==> src/rtl/poe_disc_pkg.sv <==
package poe_disc_pkg;
  typedef enum logic [2:0] {
    PRB_OFF   = 3'd0,
    PRB_LOW   = 3'd1,
    PRB_HIGH  = 3'd2,
    PRB_CLASS = 3'd3,
    PRB_HIZ   = 3'd4
  } probe_e;

  typedef enum logic [2:0] {
    ST_IDLE,
    ST_PROBE1,
    ST_PROBE2,
    ST_CLASSIFY,
    ST_BACKOFF,
    ST_POWER
  } seq_e;

  localparam logic [2:0] RPT_BUSY    = 3'b111;
  localparam logic [2:0] RPT_NOCLASS = 3'b110;
endpackage

==> src/rtl/poe_sig_window.sv <==
module poe_sig_window #(
  parameter int IW    = 10,
  parameter int DV_MV = 4000,
  parameter int RLO   = 38,
  parameter int RHI   = 53
) (
  input  logic [IW-1:0] i_first,
  input  logic [IW-1:0] i_second,
  output logic          ok
);
  // resistance limits in half-kilohm units; compare dI*R against 2*dV
  localparam int PW = IW + $clog2(RHI + 1) + $clog2(2 * DV_MV + 1) + 1;
  localparam logic [PW-1:0] TWO_DV = PW'(2 * DV_MV);

  logic [IW:0]   diff;
  logic [PW-1:0] lo_prod;
  logic [PW-1:0] hi_prod;
  logic          positive;

  assign diff     = {1'b0, i_second} - {1'b0, i_first};
  assign positive = !diff[IW] && (diff[IW-1:0] != '0);
  assign lo_prod  = PW'(diff[IW-1:0]) * PW'(RLO);
  assign hi_prod  = PW'(diff[IW-1:0]) * PW'(RHI);
  assign ok       = positive && (lo_prod <= TWO_DV) && (hi_prod >= TWO_DV);
endmodule

==> src/rtl/poe_class_map.sv <==
module poe_class_map #(
  parameter int CW  = 8,
  parameter int T1  = 13,
  parameter int T2  = 29,
  parameter int T3  = 46,
  parameter int T4  = 66,
  parameter int T0  = 93
) (
  input  logic [CW-1:0] code,
  output logic [2:0]    cls
);
  localparam int NB = 4;
  localparam int TH [NB] = '{T1, T2, T3, T4};

  always_comb begin
    cls = 3'd0;
    for (int k = 0; k < NB; k++) begin
      if (int'(code) > TH[k]) cls = cls + 3'd1;
    end
    if (int'(code) > T0) cls = 3'd0;
  end
endmodule

==> src/rtl/poe_disc_seq.sv <==
module poe_disc_seq
  import poe_disc_pkg::*;
#(
  parameter int DET_MS  = 88,
  parameter int CLS_MS  = 21,
  parameter int BO_MS   = 2800,
  parameter int DET_W   = 10,
  parameter int CLS_W   = 8,
  parameter int DV_MV   = 4000,
  parameter int R_LO_HK = 38,
  parameter int R_HI_HK = 53
) (
  input  logic             clk,
  input  logic             rst_n,
  input  logic             tick_ms,
  input  logic             en,
  input  logic             uv_ok,
  input  logic             cls_en,
  input  logic             det_dis,
  input  logic             dca_en,
  input  logic [DET_W-1:0] det_code,
  input  logic [CLS_W-1:0] cls_code,
  output logic [2:0]       probe_sel,
  output logic [2:0]       cls_rpt,
  output logic             pwr_req
);
  localparam int MAX_A  = (DET_MS > CLS_MS) ? DET_MS : CLS_MS;
  localparam int MAXLEN = (MAX_A > BO_MS) ? MAX_A : BO_MS;
  localparam int TW     = $clog2(MAXLEN + 1);

  seq_e             st, st_nx;
  logic [TW-1:0]    tcnt, len_m1;
  logic [DET_W-1:0] i_first;
  logic [2:0]       rpt;
  logic [2:0]       cls_val;
  logic             det_ok, run, done;
  probe_e           prb;

  poe_sig_window #(.IW(DET_W), .DV_MV(DV_MV), .RLO(R_LO_HK), .RHI(R_HI_HK)) u_win (
    .i_first (i_first),
    .i_second(det_code),
    .ok      (det_ok)
  );

  poe_class_map #(.CW(CLS_W)) u_cls (
    .code(cls_code),
    .cls (cls_val)
  );

  assign run = en && uv_ok;

  always_comb begin
    case (st)
      ST_PROBE1, ST_PROBE2: len_m1 = TW'(DET_MS - 1);
      ST_CLASSIFY:          len_m1 = TW'(CLS_MS - 1);
      ST_BACKOFF:           len_m1 = TW'(BO_MS - 1);
      default:              len_m1 = '0;
    endcase
  end

  assign done = tick_ms && (tcnt == len_m1);

  always_comb begin
    st_nx = st;
    if (!run) begin
      st_nx = ST_IDLE;
    end else begin
      case (st)
        ST_IDLE:     st_nx = det_dis ? ST_POWER : ST_PROBE1;
        ST_PROBE1:   if (done) st_nx = ST_PROBE2;
        ST_PROBE2:   if (done) begin
                       if (det_ok) st_nx = cls_en ? ST_CLASSIFY : ST_POWER;
                       else        st_nx = dca_en ? ST_BACKOFF : ST_PROBE1;
                     end
        ST_CLASSIFY: if (done) st_nx = ST_POWER;
        ST_BACKOFF:  if (done) st_nx = ST_PROBE1;
        default:     st_nx = st;
      endcase
    end
  end

  always_ff @(posedge clk or negedge rst_n) begin
    if (!rst_n) begin
      st      <= ST_IDLE;
      tcnt    <= '0;
      i_first <= '0;
      rpt     <= RPT_BUSY;
    end else begin
      st <= st_nx;
      if (st_nx != st)                     tcnt <= '0;
      else if (tick_ms && tcnt != len_m1)  tcnt <= tcnt + 1'b1;
      if (st == ST_PROBE1 && done)         i_first <= det_code;
      if (st_nx == ST_IDLE)                rpt <= RPT_BUSY;
      else if (st_nx == ST_POWER && st != ST_POWER)
        rpt <= (st == ST_CLASSIFY) ? cls_val : RPT_NOCLASS;
    end
  end

  always_comb begin
    case (st)
      ST_PROBE1:   prb = PRB_LOW;
      ST_PROBE2:   prb = PRB_HIGH;
      ST_CLASSIFY: prb = PRB_CLASS;
      ST_BACKOFF:  prb = PRB_HIZ;
      default:     prb = PRB_OFF;
    endcase
  end

  assign probe_sel = prb;
  assign cls_rpt   = rpt;
  assign pwr_req   = (st == ST_POWER);

  a_r1_abort_off: assert property (@(posedge clk) disable iff (!rst_n)
    !(en && uv_ok) |=> (probe_sel == 3'd0 && !pwr_req));

  a_r9_busy_report: assert property (@(posedge clk) disable iff (!rst_n)
    (st == ST_PROBE1 || st == ST_PROBE2 || st == ST_BACKOFF || st == ST_CLASSIFY)
      |-> cls_rpt == RPT_BUSY);

  a_r7_power_has_result: assert property (@(posedge clk) disable iff (!rst_n)
    pwr_req |-> cls_rpt != RPT_BUSY);

  a_r4_backoff_cause: assert property (@(posedge clk) disable iff (!rst_n)
    (st == ST_PROBE2 && st_nx == ST_BACKOFF) |-> (dca_en && !det_ok));

  a_r5_class_entry: assert property (@(posedge clk) disable iff (!rst_n)
    (st == ST_CLASSIFY && $past(st) == ST_PROBE2) |-> $past(cls_en && det_ok));
endmodule

==> config.mk <==
export PLATFORM = sky130hd
export DESIGN_NAME = poe_disc_seq
export DESIGN_NICKNAME = d
export VERILOG_FILES = /design/src/rtl/poe_disc_pkg.sv /design/src/rtl/poe_sig_window.sv /design/src/rtl/poe_class_map.sv /design/src/rtl/poe_disc_seq.sv
export SDC_FILE = /design/constraint.sdc
export NUM_CORES = 1
export LEC_CHECK = 0
export BUFFER_PORTS_ARGS = -buffer_cell sky130_fd_sc_hd__buf_2
export CELL_PAD_IN_SITES_DETAIL_PLACEMENT = 2
export CELL_PAD_IN_SITES_GLOBAL_PLACEMENT = 2
export CORE_MARGIN = 1.5
export CORE_UTILIZATION = 35
export CTS_BUF_LIST = sky130_fd_sc_hd__clkbuf_8
export DETAILED_ROUTE_END_ITERATION = 10
export PLACE_DENSITY = 0.88
export RECOVER_POWER = 25
export SYNTH_ARGS = -nofsm -noshare
export SYNTH_HDL_FRONTEND = slang
export SYNTH_SLANG_ARGS = --single-unit
==> constraint.sdc <==
create_clock -name clk -period 6.6 [get_ports clk]
set_input_delay 0.33 -clock clk [delete_from_list [all_inputs] [get_ports clk]]
set_output_delay 0.33 -clock clk [all_outputs]
set_load 0.02 [all_outputs]
==> results.md, run 1 <==
- Synthesized area per cell: 8.701 µm²
- Via count: 4,019
- H-tree lvl count: 1
- CP peak stage delay: 0.61 ns
- PortBufs: 32
- Crit path required time: 6.81 ns
- Yosys cell types: 53
- Largest cells by area after synthesis: ha_1 (23%), dfrtp_1 (14%), fa_1 (9.2%)
- Clk pin slew, worst setup/hold paths: 0.12 ns
- Number of max-cap violations: 1
- Root cell of the clock tree: clkbuf_8
- Ys Warns: 0
- Final setup viols: 14
- Post-synthesis adder-cell area fraction: 32.08%
- Drt initial violations: 166
- Routed WL: 17.02 mm
- Final global-route overflow total: 0
- Crit path kind: flip-flop to flip-flop
- Worst-margin pin slew: 1.810 ns
- CP max-delay cell: fa_1
- Setup TNS: -0.3969 ns
- Die Y: 114.7 µm
- Min-Delay Path Class: input pin to flip-flop
- Mux share of post-synthesis cell area: 3.724%
- Status: finished with violations
- Effective utilization at floorplan: 36.06%
- Worst slack at placement: -0.4259 ns
- 1st-pass router iterations: 4
- CTS max path bufs: 2
- Crit path max fanout: 12
- Sequential area share after synthesis: 16.13%
- Tot GR Track Use: 22.77%
- Gp weighted congestion: 0.8128
- EDFF count, synth: 0
- Std cell rows: 40
- Period utilization: 101.2%
- Final ANT Viol Nets: 0
- Synth async-reset ratio: 100.0%
- Synth Area in Simple Gates: 17.85%
- Area fraction in compound gates after synthesis: 15.18%
- Synthesized net count: 628
- Slew margin rel.: -20.65%
- Predominant post-synthesis flop cell: dfrtp_1
- Layout cell share with drive strength beyond 1: 18.43%
- Area share of the largest cell type after synthesis: 22.92%
- Setup crit end kind: flip-flop
- Clock Latency Late Sink: 0.31 ns
- Minimum clock period: 6.679 ns
- P&R area growth vs syn: 15.81%
- Mapped Cells: 502
- Post-route worst setup slack: -0.07905 ns
- Die W: 114.7 µm
- Global-route wire length before repair: 23.20 mm
- Core ar.: 12,110 µm²
- Post-synth top area cell: ha_1
- Vias per cell: 5.605
- Number of global-route vias before repair: 4,531
- Largest net degree at the start of global routing: 29
- CTS sink cnt: 28
- Count of final hold-check violations: 0
- Clk_skew: 0.004340 ns
- Ports: 33
- Post-DP Area: 4802 µm²
- Largest family of logic cells by synthesized area: adder cells
- Post-DP HPWL: 12.07 mm
- Failing checks: max-capacitance violations, max-slew violations, negative setup slack
- Final Hold Slack: 0.2897 ns
- Finished Cell Area: 5059 µm²
- Synth Register Bits: 28
- Mapped Area: 4368 µm²
- CTS Hold Buffers Added: 0
- FMAX: 0.1497 GHz
- Drt drc: 0
- Synth Area in XOR/XNOR: 7.219%
- TritonCTS clock tree: done
- DR WL/cell: 23.74 µm
- Arrival time worst endpoint: 6.89 ns
- Initial antenna violation count: 0
- Nets: 675
- Die area: 13,160 µm²
- Num CTS Buffers: 3
- CP Launch Type: flip-flop
- Max Slew Vio Count: 29
logic make-up (layout without fill, tap and decap cells):
kind of cell             Yosys count  after routing
AND/OR/NAND/NOR                  134            134
adder cells (fa/ha/maj)          100            100
flip-flops                        28             28
buffers and inverters             89            135
multiplexers                      15             15
AO/OA/AOI/OAI                    100            100
other                              0              1
XOR/XNOR                          36             36
cell usage in the layout, fill, tap and decap left out, types with 4 or more instances in the layout:
cell type | netlist | routed
inv_1 | 80 | 79
ha_1 | 80 | 76
buf_2 | 0 | 31
a21oi_1 | 29 | 27
nand2_1 | 27 | 27
dfrtp_1 | 25 | 25
nor2_1 | 25 | 24
fa_1 | 20 | 19
xnor2_1 | 20 | 18
o21ai_0 | 20 | 18
buf_4 | 0 | 17
xor2_1 | 16 | 15
nor3_1 | 11 | 11
mux2_2 | 10 | 10
nor4_2 | 10 | 10
nand2b_1 | 8 | 8
a21o_1 | 8 | 8
nand3_1 | 8 | 8
a211oi_1 | 9 | 8
nand4_1 | 8 | 8
or3_1 | 7 | 7
o211ai_1 | 5 | 5
and3_1 | 5 | 5
mux2i_1 | 5 | 5
nor2b_1 | 4 | 4
o21a_1 | 4 | 4
a31oi_1 | 4 | 4
a211o_1 | 4 | 4
state kept, by name (all words and copies together) (netlist names):
signal and flops:
tcnt 12, st 3, i_first 10, cls_rpt 3
path summary, 6_finish.rpt:
path | from | slack [ns] | cells past startpoint | end
max | i_first[0] | -0.08 | 25 | tcnt[9]
min | det_code[5] | 0.29 | 2 | i_first[5]
max reg2reg | i_first[0] | -0.08 | 25 | tcnt[9]
min reg2reg | cls_rpt[0] | 0.55 | 2 | cls_rpt[0]
max in group asynchronous | rst_n | 5.07 | 1 | i_first[2]
min in group asynchronous | rst_n | 0.48 | 1 | tcnt[8]
synth_stat cells (2+ instances only):
master and instances:
fa_1 20, a21o_1 8, nand4b_1 3, dfstp_2 3, dfrtp_1 25, xnor2_1 20
nor3_1 11, o2111ai_1 2, nor2b_1 4, or3_1 7, mux2i_1 5, o21a_1 4
o21ai_1 3, ha_1 80, nor3b_1 2, o211ai_1 5, nor2_1 25, inv_1 80
a211oi_1 9, nand4_1 8, and3_1 5, nor4_2 10, nand2b_1 8, nand2_1 27
o21ai_0 20, and2_1 3, nor4b_1 2, a211o_1 4, mux2_2 10, and4_1 2
a21oi_1 29, nor4_1 3, or4_1 2, xor2_1 16, a41oi_1 2, nand3_1 8
a31oi_1 4, clkbuf_1 8
layer usage:
layer,share of wire [%],track usage [%],vias to the layer above
li1,-,-,1843
met1,38,24.64,2037
met2,55,46.27,90
met3,3.0,3.017,49
met4,4.9,5.350,0
met5,0,0,-
worst max-delay path: cells and delay by family, from the launching register on:
kind                     cells  cell delay (ns)
adder cells (fa/ha/maj)      6             2.31
AO/OA/AOI/OAI                8             1.90
AND/OR/NAND/NOR              4             1.06
buffers and inverters        4             0.50
XOR/XNOR                     3             0.42
flip-flops                   1             0.40
area by class of cell:
type | count | area (µm²)
fillers | 1363 | 7053
multi-input cells | 385 | 3461
flip-flops and latches | 28 | 704.4
repair buffers | 51 | 309.0
inverters | 80 | 300.3
well taps | 168 | 210.2
clock buffers | 3 | 41.29
clock inverters | 1 | 30.03
diodes | 1 | 2.502
through the flow:
stage	utilization, %	instances
3_3_place_gp	39.65	707
6_report	41.77	717
4_1_cts	40.77	712
2_1_floorplan	-	502
3_5_place_dp	39.65	707
5_1_grt	41.75	716
what timing repair did:
action / CTS / global route
gates cloned: 0 / 0
setup buffers: 1 / 4
setup endpoints to repair: 15 / 15
gates resized for setup: 11 / 16
pin swaps: 2 / 8
Power of run 1 is not shown: default switching activity piles up to over one toggle a cycle in this logic, so the estimate is an artifact.
==> inputs of run 2 (changes only) <==
--- a/config.mk
+++ b/config.mk
@@ -10,10 +10,12 @@
 export CELL_PAD_IN_SITES_GLOBAL_PLACEMENT = 2
 export CORE_MARGIN = 1.5
 export CORE_UTILIZATION = 35
-export CTS_BUF_LIST = sky130_fd_sc_hd__clkbuf_8
+export CTS_BUF_LIST = sky130_fd_sc_hd__clkbuf_4
+export CTS_CLUSTER_SIZE = 24
 export DETAILED_ROUTE_END_ITERATION = 10
 export PLACE_DENSITY = 0.88
 export RECOVER_POWER = 25
+export SKIP_CTS_REPAIR_TIMING = 1
 export SYNTH_ARGS = -nofsm -noshare
 export SYNTH_HDL_FRONTEND = slang
 export SYNTH_SLANG_ARGS = --single-unit
==> run 2 against run 1 <==
Compared with the run above:
- the flow finishes with violations (max-capacitance violations, max-slew violations)
- non-clock buffer count rose by 1
- maximum frequency increased by 1.5%
- wire length is 6.3% lower
- critical path depth is 1 higher
- count of clock-buffer cells in the layout did not move
- sequential share of layout area about the same
- sequential cell count did not move
- die area unchanged
- core utilization fell by 0.13 points
- critical endpoint unchanged
==> results.md, run 2 (synthesis results as in run 1) <==
- FMAX: 0.1520 GHz (was 0.1497 GHz)
- Number of flip-flops in the largest register: 12 (unchanged)
- Most common cell after layout, fill and taps aside: inv_1 (unchanged)
- Final setup viols: 0 (was 14)
- Drt initial violations: 162 (was 166)
- Min-Delay Path Class: input pin to flip-flop (unchanged)
- Std cell rows: 40 (unchanged)
- Number of max-cap violations: 1 (unchanged)
- Num CTS Buffers: 3 (unchanged)
- 1st-pass router iterations: 4 (unchanged)
- Effective utilization at floorplan: 36.06% (unchanged)
- Crit path max fanout: 6 (was 12)
- Nets: 676 (was 675)
- CP bufs+invs: 4 (unchanged)
- Crit path kind: flip-flop to flip-flop (unchanged)
- Clock Latency Late Sink: 0.38 ns (was 0.31 ns)
- Final ANT Viol Nets: 0 (unchanged)
- Clk_skew: 0.004453 ns (was 0.004340 ns)
- Period utilization: 99.70% (was 101.2%)
- CTS max path bufs: 2 (unchanged)
- CP Launch Type: flip-flop (unchanged)
- Routed WL: 15.96 mm (was 17.02 mm)
- H-tree lvl count: 1 (unchanged)
- Arrival time worst endpoint: 6.87 ns (was 6.89 ns)
- Via count: 3,955 (was 4,019)
- Sequential cell area: 704.4 µm² (unchanged)
- Final Hold Slack: 0.1934 ns (was 0.2897 ns)
- Status: finished with violations (unchanged)
- CTS sink cnt: 28 (unchanged)
- Clk pin slew, worst setup/hold paths: 0.19 ns (was 0.12 ns)
- Worst-margin pin slew: 1.750 ns (was 1.810 ns)
- Layout cell share with drive strength beyond 1: 18.94% (was 18.43%)
- Ports: 33 (unchanged)
- Drt drc: 0 (unchanged)
- Critical path's top delay family: adder cells (unchanged)
- Most frequent cells in the layout: inv_1 (78), ha_1 (76), buf_2 (32), a21oi_1 (27), nand2_1 (27) (was inv_1 (79), ha_1 (76), buf_2 (31), a21oi_1 (27), nand2_1 (27))
- Max Slew Vio Count: 29 (unchanged)
- Crit path depth: 26 (was 25)
- Largest net degree at the start of global routing: 29 (unchanged)
- Setup crit end kind: flip-flop (unchanged)
- Number of fill cells in the layout: 1,362 (was 1,363)
- Root cell of the clock tree: clkbuf_4 (was clkbuf_8)
- Die Y: 114.7 µm (unchanged)
- Failing checks: max-capacitance violations, max-slew violations (was max-capacitance violations, max-slew violations, negative setup slack)
- Initial antenna violation count: 0 (unchanged)
- TritonCTS clock tree: done (unchanged)
- CP max-delay cell: fa_1 (unchanged)
- Regs by FF count: tcnt (12), i_first (10) (unchanged)
- Post-DP HPWL: 12.07 mm (unchanged)
- Reg2reg path depth: 26 (was 25)
- P&R area growth vs syn: 15.44% (was 15.81%)
- Area of the multi-input gates: 3458 µm² (was 3461 µm²)
- Minimum clock period: 6.580 ns (was 6.679 ns)
- Global-route wire length before repair: 22.57 mm (was 23.20 mm)
- Slew margin rel.: -16.64% (was -20.65%)
- Tot GR Track Use: 22.10% (was 22.77%)
- Hold Path Stages: 2 (unchanged)
- Die area: 13,160 µm² (unchanged)
- DR WL/cell: 22.22 µm (was 23.74 µm)
- Gp weighted congestion: 0.8128 (unchanged)
- Largest reg by FF count: tcnt (unchanged)
- PortBufs: 32 (unchanged)
- Crit path required time: 6.89 ns (was 6.81 ns)
- CP peak stage delay: 0.57 ns (was 0.61 ns)
- Count of final hold-check violations: 0 (unchanged)
- Final global-route overflow total: 0 (unchanged)
- Die W: 114.7 µm (unchanged)
- Core ar.: 12,110 µm² (unchanged)
- Number of global-route vias before repair: 4,421 (was 4,531)
- Vias per cell: 5.508 (was 5.605)
-- run 2: cell count changes in the layout (fill, tap and decap cells not counted) --
cell      change
clkbuf_4      +3
clkbuf_8      -3
buf_2         +1
fa_1          -1
fa_2          +1
ha_2          +1
ha_4          -1
inv_1         -1
inv_2         +1
nor2_1        +1
nor2_2        -1
xnor2_1       -1
xnor2_2       +1
-- run 2: worst reg2reg max path, cell delays in order (launching register included) --
cell,delay (ns)
dfrtp_1,0.43
inv_2,0.09
ha_1,0.22
nor2b_1,0.16
o31a_1,0.33
o21ai_2,0.14
nand2b_1,0.10
a21o_1,0.19
a21o_1,0.20
xor2_2,0.25
ha_1,0.31
fa_2,0.53
inv_1,0.07
fa_1,0.57
inv_1,0.06
ha_2,0.32
o211ai_1,0.25
nand2_1,0.16
o21ai_2,0.14
xor2_1,0.23
nor3_1,0.08
or4_4,0.53
and3_4,0.19
o41ai_4,0.30
xnor2_2,0.16
buf_6,0.16
a2111oi_4,0.32
-- run 2: layout make-up --
| type | instances | share of cell area [%] |
|---|---|---|
| repair buffers | 52 | 6.228 |
| well taps | 168 | 4.169 |
| multi-input cells | 385 | 68.59 |
| clock buffers | 3 | 0.4466 |
| diodes | 1 | 0.04963 |
| clock inverters | 1 | 0.5955 |
| inverters | 80 | 5.955 |
| flip-flops and latches | 28 | 13.97 |
-- run 2: stage by stage --
step | instance area (µm²) | setup TNS, ns | setup WS [ns] | utilization [%] | cells
2_1_floorplan | 4368 | 0 | 0.3039 | - | 502
3_3_place_gp | 4802 | 0 | 0.08890 | 39.65 | 707
3_5_place_dp | 4802 | -3.488 | -0.4259 | 39.65 | 707
4_1_cts | 4855 | -4.070 | -0.4621 | 40.08 | 711
5_1_grt | 5040 | -1.070 | -0.1072 | 41.61 | 717
6_report | 5042 | 0 | 0.01975 | 41.63 | 718
-- run 2: per-layer routing --
metal | track usage (%) | routed length, µm
met1 | 24.12 | 6431
met2 | 43.95 | 9010
met3 | 2.965 | 228
met4 | 6.584 | 285
met5 | 0 | 0
-- run 2: path summary, 6_finish.rpt --
path	end	slack (ns)	from
setup / recovery	tcnt[9]	0.02	i_first[1]
hold / removal	i_first[5]	0.19	det_code[5]
setup reg to reg	tcnt[9]	0.02	i_first[1]
hold reg to reg	i_first[0]	0.54	i_first[0]
max in group asynchronous	i_first[2]	5.23	rst_n
min in group asynchronous	tcnt[11]	0.37	rst_n
Power of run 2 is left out for the same reason.
